==> src/rtl/txn_queue_pkg.sv <==
package txn_queue_pkg;
  typedef struct packed {
    logic wrEn;
    logic rdEn;
    logic clr;
  } qStrobe_t;
endpackage

==> src/rtl/txn_queue_ctrl.sv <==
module txn_queue_ctrl
  import txn_queue_pkg::*;
#(
  parameter int DEPTH = 8,
  parameter int LAT   = 2,
  localparam int CNT_W = $clog2(DEPTH + 1)
) (
  input  logic             clk,
  input  logic             rstN,
  input  logic             inValid,
  input  logic             popReq,
  input  logic             flush,
  output qStrobe_t         strb,
  output logic [CNT_W-1:0] count,
  output logic             stall
);
  // Entries that can still land once stall is up: the current cycle plus LAT.
  localparam int INFLIGHT = LAT + 1;
  localparam int STALL_AT = DEPTH - INFLIGHT;

  logic full, empty;
  assign full  = (count == CNT_W'(DEPTH));
  assign empty = (count == '0);

  always_comb begin
    strb.clr  = flush;
    strb.rdEn = popReq && !empty && !flush;
    strb.wrEn = inValid && !flush && (!full || strb.rdEn);
  end

  always_ff @(posedge clk or negedge rstN) begin
    if (!rstN)          count <= '0;
    else if (strb.clr)  count <= '0;
    else                count <= count + CNT_W'(strb.wrEn) - CNT_W'(strb.rdEn);
  end

  assign stall = (count >= CNT_W'(STALL_AT));

  p_no_overflow_r3: assert property (@(posedge clk) disable iff (!rstN)
    count <= CNT_W'(DEPTH));
  p_full_drop_r3: assert property (@(posedge clk) disable iff (!rstN)
    (full && inValid && !popReq && !flush) |=> (count == CNT_W'(DEPTH)));
  p_flush_empty_r6: assert property (@(posedge clk) disable iff (!rstN)
    flush |=> (count == '0));
  p_push_pop_hold_r7: assert property (@(posedge clk) disable iff (!rstN)
    (inValid && popReq && !empty && !flush) |=> $stable(count));
  p_empty_pop_r8: assert property (@(posedge clk) disable iff (!rstN)
    (empty && popReq && !inValid && !flush) |=> (count == '0));
endmodule

==> src/rtl/txn_queue_dp.sv <==
module txn_queue_dp
  import txn_queue_pkg::*;
#(
  parameter int DATA_W = 16,
  parameter int DEPTH  = 8,
  localparam int PTR_W = (DEPTH > 1) ? $clog2(DEPTH) : 1
) (
  input  logic              clk,
  input  logic              rstN,
  input  qStrobe_t          strb,
  input  logic [DATA_W-1:0] inData,
  output logic [DATA_W-1:0] rdData
);
  logic [DATA_W-1:0] store [DEPTH];
  logic [PTR_W-1:0]  wrPtr, rdPtr;

  function automatic logic [PTR_W-1:0] bump(input logic [PTR_W-1:0] p);
    return (p == PTR_W'(DEPTH - 1)) ? '0 : p + 1'b1;
  endfunction

  always_ff @(posedge clk or negedge rstN) begin
    if (!rstN) begin
      wrPtr <= '0;
      rdPtr <= '0;
    end else if (strb.clr) begin
      wrPtr <= '0;
      rdPtr <= '0;
    end else begin
      if (strb.wrEn) wrPtr <= bump(wrPtr);
      if (strb.rdEn) rdPtr <= bump(rdPtr);
    end
  end

  for (genvar i = 0; i < DEPTH; i++) begin : g_slot
    always_ff @(posedge clk) begin
      if (strb.wrEn && wrPtr == PTR_W'(i)) store[i] <= inData;
    end
  end

  assign rdData = store[rdPtr];

  p_flush_ptrs_r6: assert property (@(posedge clk) disable iff (!rstN)
    strb.clr |=> (wrPtr == rdPtr));
  p_pop_advance_r2: assert property (@(posedge clk) disable iff (!rstN)
    (strb.rdEn && !strb.clr) |=> (rdPtr != $past(rdPtr)) || (DEPTH == 1));
endmodule

==> src/rtl/txn_queue.sv <==
module txn_queue
  import txn_queue_pkg::*;
#(
  parameter int DATA_W = 16,
  parameter int DEPTH  = 8,
  parameter int LAT    = 2,
  localparam int CNT_W = $clog2(DEPTH + 1)
) (
  input  logic              clk,
  input  logic              rstN,
  input  logic              inValid,
  input  logic [DATA_W-1:0] inData,
  input  logic              popReq,
  input  logic              flush,
  output logic [DATA_W-1:0] rdData,
  output logic              rdValid,
  output logic [CNT_W-1:0]  occupancy,
  output logic              stall
);
  qStrobe_t strb;

  txn_queue_ctrl #(.DEPTH(DEPTH), .LAT(LAT)) u_ctrl (
    .clk(clk), .rstN(rstN), .inValid(inValid), .popReq(popReq),
    .flush(flush), .strb(strb), .count(occupancy), .stall(stall)
  );

  txn_queue_dp #(.DATA_W(DATA_W), .DEPTH(DEPTH)) u_dp (
    .clk(clk), .rstN(rstN), .strb(strb), .inData(inData), .rdData(rdData)
  );

  assign rdValid = (occupancy != '0);

  p_valid_reset_r1: assert property (@(posedge clk) disable iff (!rstN)
    $fell(rdValid) |-> ($past(flush) || $past(popReq)));
endmodule

==> config.mk <==
export PLATFORM = sky130hd
export DESIGN_NAME = txn_queue
export DESIGN_NICKNAME = d
export VERILOG_FILES = /design/src/rtl/txn_queue_pkg.sv /design/src/rtl/txn_queue_ctrl.sv /design/src/rtl/txn_queue_dp.sv /design/src/rtl/txn_queue.sv
export SDC_FILE = /design/constraint.sdc
export NUM_CORES = 1
export LEC_CHECK = 0
export BUFFER_PORTS_ARGS = -buffer_cell sky130_fd_sc_hd__buf_2
export CAP_MARGIN = 20
export CORE_UTILIZATION = 37
export DETAILED_ROUTE_END_ITERATION = 7
export MAX_ROUTING_LAYER = met4
export PLACE_DENSITY = 0.6
export SLEW_MARGIN = 25
export SYNTH_ARGS = -nofsm -noshare
export SYNTH_HDL_FRONTEND = slang
export SYNTH_SLANG_ARGS = --single-unit
==> constraint.sdc <==
create_clock -name clk -period 4.8 [get_ports clk]
set_clock_uncertainty 0.05 [all_clocks]
set_input_delay 0.96 -clock clk [delete_from_list [all_inputs] [get_ports clk]]
set_output_delay 0.96 -clock clk [all_outputs]
set_load 0.1 [all_outputs]
==> results of run 1 <==
## per-stage QoR
| stage | cells | hold WS (ns) | instance area (µm²) | total power [µW] | util |
|---|---|---|---|---|---|
| after floorplan | 281 | 0.545 | 5760 | 2250 | - |
| after global placement | 500 | 0.608 | 6140 | 2400 | 0.404 |
| after detailed placement | 500 | 0.617 | 6140 | 2410 | 0.404 |
| after CTS | 532 | 0.347 | 6800 | 3860 | 0.447 |
| after global routing | 532 | 0.356 | 6800 | 3960 | 0.447 |
| final | 532 | 0.354 | 6800 | 3830 | 0.447 |
## final timing paths
check                                            endpoint
worst max register to register  u_ctrl.count[2]$_DFF_PN0_
worst min register to register  u_dp.wrPtr[2]$_DFFE_PN0P_
worst min-delay path            u_ctrl.count[3]$_DFF_PN0_
min in group clk                u_dp.wrPtr[2]$_DFFE_PN0P_
max in group asynchronous       u_dp.rdPtr[0]$_DFFE_PN0P_
worst max-delay path                           rdData[13]
## Yosys cell counts (all sizes together) (2+ instances only)
cell    instances  area share
buf             5      0.0085
mux2           16       0.031
inv            10      0.0065
nand2b          2      0.0022
dfrtp          10       0.043
and3            6      0.0065
edfxtp        128        0.67
ha             14       0.030
o21ai           3      0.0026
nor3            2      0.0017
mux4           32        0.14
nor2b           6      0.0065
nand4           2      0.0022
nand3           2      0.0017
nand2           4      0.0026
a21oi           5      0.0043
clkbuf          8      0.0054
o311ai          4      0.0061
nor2            6      0.0039
or3             2      0.0022
and2            2      0.0022
## sequential cells by signal, indices dropped and copies added, names as in the netlist
name,cells
u_ctrl.count,4
u_dp.rdPtr,3
u_dp.store,128
u_dp.wrPtr,3
## worst max-delay path: cells and delay by family (launching register included)
family	cells	cell delay (ns)
buf+inv	2	0.78
mux	2	0.97
flops	1	0.32
## cell families after synthesis
logic type	after synthesis
buffers and inverters	23
XOR/XNOR	1
adder cells (fa/ha/maj)	15
AO/OA/AOI/OAI	18
flip-flops	138
AND/OR/NAND/NOR	37
multiplexers	49
## routing by layer
layer | global-route usage | vias to the layer above | wire [µm]
li1 | - | 1273 | -
met1 | 0.187 | 1392 | 5040
met2 | 0.238 | 57 | 5230
met3 | 0.0531 | 13 | 459
met4 | 0.0595 | 0 | 169
met5 | - | - | 0
## power groups by stage
stage | Sequential, µW | Combinational, µW | Clock [µW]
2_1_floorplan | 1500 | 741 | 0
3_3_place_gp | 1460 | 945 | 0
3_5_place_dp | 1460 | 953 | 0
4_1_cts | 1430 | 956 | 1470
5_1_grt | 1440 | 1000 | 1520
6_report | 1430 | 947 | 1450
## cell usage in the layout, fill, tap and decap left out, types with 5 or more instances in the layout
master / Yosys / routed
buf_2: 0 / 42
mux4_1: 27 / 27
mux4_2: 5 / 5
a21oi_1: 5 / 5
edfxtp_1: 128 / 128
clkbuf_16: 0 / 17
mux2_2: 16 / 16
nor2b_1: 6 / 6
bufinv_16: 0 / 6
inv_1: 10 / 10
ha_1: 14 / 14
nor2_1: 6 / 6
dfrtp_1: 10 / 9
## area by class of cell
class	instances	area (µm²)	area share
repair buffers	44	225	0.0331
clock inverters	14	225	0.0331
inverters	10	37.5	0.00552
clock buffers	18	429	0.0631
flip-flops and latches	138	4100	0.602
multi-input cells	120	1550	0.228
well taps	188	235	0.0346
==> flow_metrics.env, run 1 <==
export IMPL_finalMaxSlewViolations=0
export IMPL_yosys_warnings=0
export IMPL_cts_sink_count=138
export IMPL_core_area_um2=15200
export IMPL_clock_latency_ns=0.42
export IMPL_routed_wl_mm=10.9
export IMPL_grt_pass1_vias=2894
export IMPL_fin_ws_ns=1.27
export IMPL_die_w_um=127
export IMPL_status="complete, no violations"
export IMPL_cts_inserted_buffers=17
export IMPL_routedWlPerCell_um=20.5
export IMPL_grt_use_total=0.154
export IMPL_path_max_fanout=34
export IMPL_synth_fa_ha_area_frac=0.0339
export IMPL_hold_buffers=0
export IMPL_synth_ff_type="edfxtp_1"
export IMPL_synth_xor_area_share=0.00152
export IMPL_relSlewSlack=0.352
export IMPL_synthCells=281
export IMPL_powerDensity_nw_per_um2=563
export IMPL_grt_ovfl_total=0
export IMPL_post_route_period_util=0.736
export IMPL_dieArea_um2=16100
export IMPL_diodes=0
export IMPL_syn_num_nets=317
export IMPL_setup_reg_to_reg_worst_slack_ns=2.21
export IMPL_num_vias=2735
export IMPL_swShare=0.327
export IMPL_post_route_min_period_ns=3.53
export IMPL_ir_drop_mv=0.372
export IMPL_hold_class="primary input to asynchronous set/reset pin"
export IMPL_cts_buffer_depth=2
export IMPL_muxShareOfSynthArea=0.176
export IMPL_crit_chain="buf_4 -> mux4_1 -> mux2_2 -> buf_2"
export IMPL_setup_viol=0
export IMPL_p_leak_uw=0.00237
export IMPL_syn_cell_area_um2=5760
export IMPL_drtIter0Drc=214
export IMPL_drc=0
export IMPL_die_h_um=127
export IMPL_crit_slowest_cell="mux4_1"
export IMPL_rr_worst_depth=10
export IMPL_max_cap_violations=0
export IMPL_ys_seq_elements=138
export IMPL_synth_top_family_by_area="multiplexers"
export IMPL_critical_path_class="register to output pin"
export IMPL_grt_max_degree=35
export IMPL_viasPerCell=5.14
export IMPL_cp_start_kind="register"
export IMPL_ctsResizeCount=0
export IMPL_num_rows=45
export IMPL_cts_root_buf="clkbuf_16"
export IMPL_p_int_uw=2580
export IMPL_clk_pin_slew_ns=0.06
export IMPL_cp_startpoint="u_dp.rdPtr[1]$_DFFE_PN0P_"
export IMPL_layout_nets=367
export IMPL_power_frac_clock=0.378
export IMPL_yosysUniqueCellTypes=36
export IMPL_drive_gt1_frac=0.294
export IMPL_final_antenna_net_count=0
export IMPL_slowest_delay_ns=0.68
export IMPL_postCtsSetupBuffers=0
export IMPL_gp_congestion=0.709
export IMPL_r2r_start="u_ctrl.count[2]$_DFF_PN0_"
export IMPL_synth_compound_area_frac=0.0215
export IMPL_antenna_found_initial=0
export IMPL_htree_levels=4
export IMPL_hpwlAfterDp_mm=6.14
export IMPL_rsz0062_at_grt="false"
export IMPL_pwr_share_seq=0.375
export IMPL_cts_tree="yes"
export IMPL_fillers=1309
export IMPL_synth_edf_count=128
export IMPL_synth_seq_area_share=0.711
export IMPL_p_comb_frac=0.247
export IMPL_initial_core_util=0.379
export IMPL_synth_simple_area_share=0.0356
export IMPL_grt_first_pass_wirelength_mm=16.7
export IMPL_crit_required_ns=3.79
export IMPL_cp_data_arrival_time_ns=2.52
export IMPL_syn_area_per_cell_um2=20.5
export IMPL_synthToLayoutAreaGrowth_pct=18.1
export IMPL_portBuffers=42
export IMPL_timing_fmax_mhz=283
export IMPL_tightest_slew_ns=0.972
export IMPL_switching_power_uw=1250
export IMPL_setup_tns_ns=0
export IMPL_ioPinCount=43
export IMPL_async_flop_share=0.0725
export IMPL_drt_pass1_iterations=4
export IMPL_hold_violations=0
export IMPL_post_place_ws_ns=1.70
export IMPL_cp_end_kind="output pin"
Note: power is estimated with default switching activity, not from simulation.
==> run 2: changes to the inputs <==
- clock period: 4.8 -> 3.3 ns (I/O delays scaled with it)
==> run 2 against run 1 <==
  * Clock-buffer cell count grew 1
  * Worst hold slack worse by 0.31 ns
  * Clock power up 23%
  * Sequential power increased by 45%
  * Critical path depth unchanged
  * Largest power group is now sequential cells
==> flow_metrics.env, run 2 (same netlist as run 1, synthesis figures left out) <==
export IMPL_drc=0
export IMPL_area_sequential_um2=4090
export IMPL_relSlewSlack=0.356
export IMPL_post_route_min_period_ns=3.00
export IMPL_status="complete, no violations"
export IMPL_drtIter0Drc=203
export IMPL_dieArea_um2=16100
export IMPL_cp_end_kind="output pin"
export IMPL_rr_worst_depth=10
export IMPL_regMostFlops="u_dp.store"
export IMPL_routedWlPerCell_um=19.4
export IMPL_hold_buffers=0
export IMPL_num_rows=45
export IMPL_p_leak_uw=0.00236
export IMPL_p_int_uw=3450
export IMPL_fin_hold_ws_ns=0.0453
export IMPL_pwr_share_seq=0.395
export IMPL_swShare=0.343
export IMPL_hpwlAfterDp_mm=6.18
export IMPL_crit_required_ns=2.59
export IMPL_antenna_found_initial=0
export IMPL_critical_path_class="register to output pin"
export IMPL_path_max_fanout=32
export IMPL_htree_levels=4
export IMPL_finalMaxSlewViolations=0
export IMPL_cts_inserted_buffers=17
export IMPL_timing_fmax_mhz=333
export IMPL_grt_first_pass_wirelength_mm=16.4
export IMPL_tightest_slew_ns=0.967
export IMPL_reg2reg_to="u_ctrl.count[2]$_DFF_PN0_"
export IMPL_power_frac_clock=0.339
export IMPL_setup_viol=0
export IMPL_postCtsSetupBuffers=0
export IMPL_num_vias=2800
export IMPL_final_antenna_net_count=0
export IMPL_synthToLayoutAreaGrowth_pct=17.8
export IMPL_gp_congestion=0.748
export IMPL_r2r_start="u_ctrl.count[2]$_DFF_PN0_"
export IMPL_rsz0062_at_grt="false"
export IMPL_post_route_period_util=0.909
export IMPL_powerDensity_nw_per_um2=775
export IMPL_setup_reg_to_reg_worst_slack_ns=0.62
export IMPL_max_cap_violations=0
export IMPL_largest_reg_flops=128
export IMPL_drt_pass1_iterations=4
export IMPL_die_w_um=127
export IMPL_ctsResizeCount=0
export IMPL_cts_root_buf="clkbuf_16"
export IMPL_clock_latency_ns=0.42
export IMPL_ir_drop_mv=0.404
export IMPL_cts_buffer_depth=2
export IMPL_cts_tree="yes"
export IMPL_hold_violations=0
export IMPL_core_area_um2=15200
export IMPL_post_place_ws_ns=0.638
export IMPL_grt_pass1_vias=2971
export IMPL_final_common_cell="edfxtp_1"
export IMPL_switching_power_uw=1810
export IMPL_diodes=0
export IMPL_initial_core_util=0.379
export IMPL_cp_start_kind="register"
export IMPL_grt_use_total=0.150
export IMPL_fillers=1307
export IMPL_layout_nets=375
export IMPL_fin_ws_ns=0.301
export IMPL_cp_data_arrival_time_ns=2.29
export IMPL_portBuffers=42
export IMPL_grt_ovfl_total=0
export IMPL_ioPinCount=43
export IMPL_die_h_um=127
export IMPL_multiInputGateArea_um2=1550
export IMPL_grt_max_degree=35
export IMPL_setup_tns_ns=0
export IMPL_p_comb_frac=0.265
export IMPL_clk_pin_slew_ns=0.06
export IMPL_reg_top3="u_dp.store: 128 flops, u_ctrl.count: 4 flops"
export IMPL_hold_class="primary input to asynchronous set/reset pin"
export IMPL_cts_sink_count=138
export IMPL_routed_wl_mm=10.5
export IMPL_stdcell_count=540
export IMPL_layout_common_cells="128 x edfxtp_1, 42 x buf_2, 27 x mux4_1"
export IMPL_viasPerCell=5.19
export IMPL_drive_gt1_frac=0.290
export IMPL_place_inst=508
[run 2: cell type report]
cell class	instances	area share
Timing Repair Buffer	52	0.0457
Sequential cell	138	0.604
Multi-Input combinational cell	120	0.228
Tap cell	188	0.0347
Clock buffer	19	0.0638
Inverter	10	0.00553
Clock inverter	13	0.0188
[run 2: metal layers]
layer  global-route usage  wire length (µm)
met1                0.166              4490
met2                0.250              5460
met3               0.0409               318
met4               0.0735               189
met5                    -                 0
[run 2: power groups by stage]
stage / Sequential [µW] / Clock, µW / Combinational (µW)
final: 2080 / 1780 / 1400
after global routing: 2090 / 1890 / 1480
after CTS: 2080 / 1820 / 1410
after detailed placement: 2120 / 0 / 1410
after global placement: 2110 / 0 / 1400
after floorplan: 2190 / 0 / 1080
[run 2: worst max path at each step]
stage,startpoint,cells past startpoint,end
floorplan,u_ctrl.count[2]$_DFF_PN0_,10,u_ctrl.count[3]$_DFF_PN0_
global placement,u_ctrl.count[2]$_DFF_PN0_,10,u_ctrl.count[2]$_DFF_PN0_
detailed placement,u_ctrl.count[2]$_DFF_PN0_,10,u_ctrl.count[2]$_DFF_PN0_
CTS,u_dp.rdPtr[1]$_DFFE_PN0P_,4,rdData[4]
global route,u_dp.rdPtr[1]$_DFFE_PN0P_,4,rdData[9]
finish,u_dp.rdPtr[1]$_DFFE_PN0P_,4,rdData[4]
[run 2: worst max-delay path, cell delays in order, from the launching register on]
cell and delay [ns]:
dfrtp_1 0.40, buf_12 0.26, mux4_1 0.59, mux2_2 0.31, buf_2 0.30
[run 2: metrics by stage]
stage / area (µm²) / power, µW / util
global placement: 6220 / 3510 / 0.409
finish: 6780 / 5260 / 0.446
global route: 6780 / 5460 / 0.446
floorplan: 5760 / 3270 / -
CTS: 6780 / 5310 / 0.446
detailed placement: 6220 / 3530 / 0.409
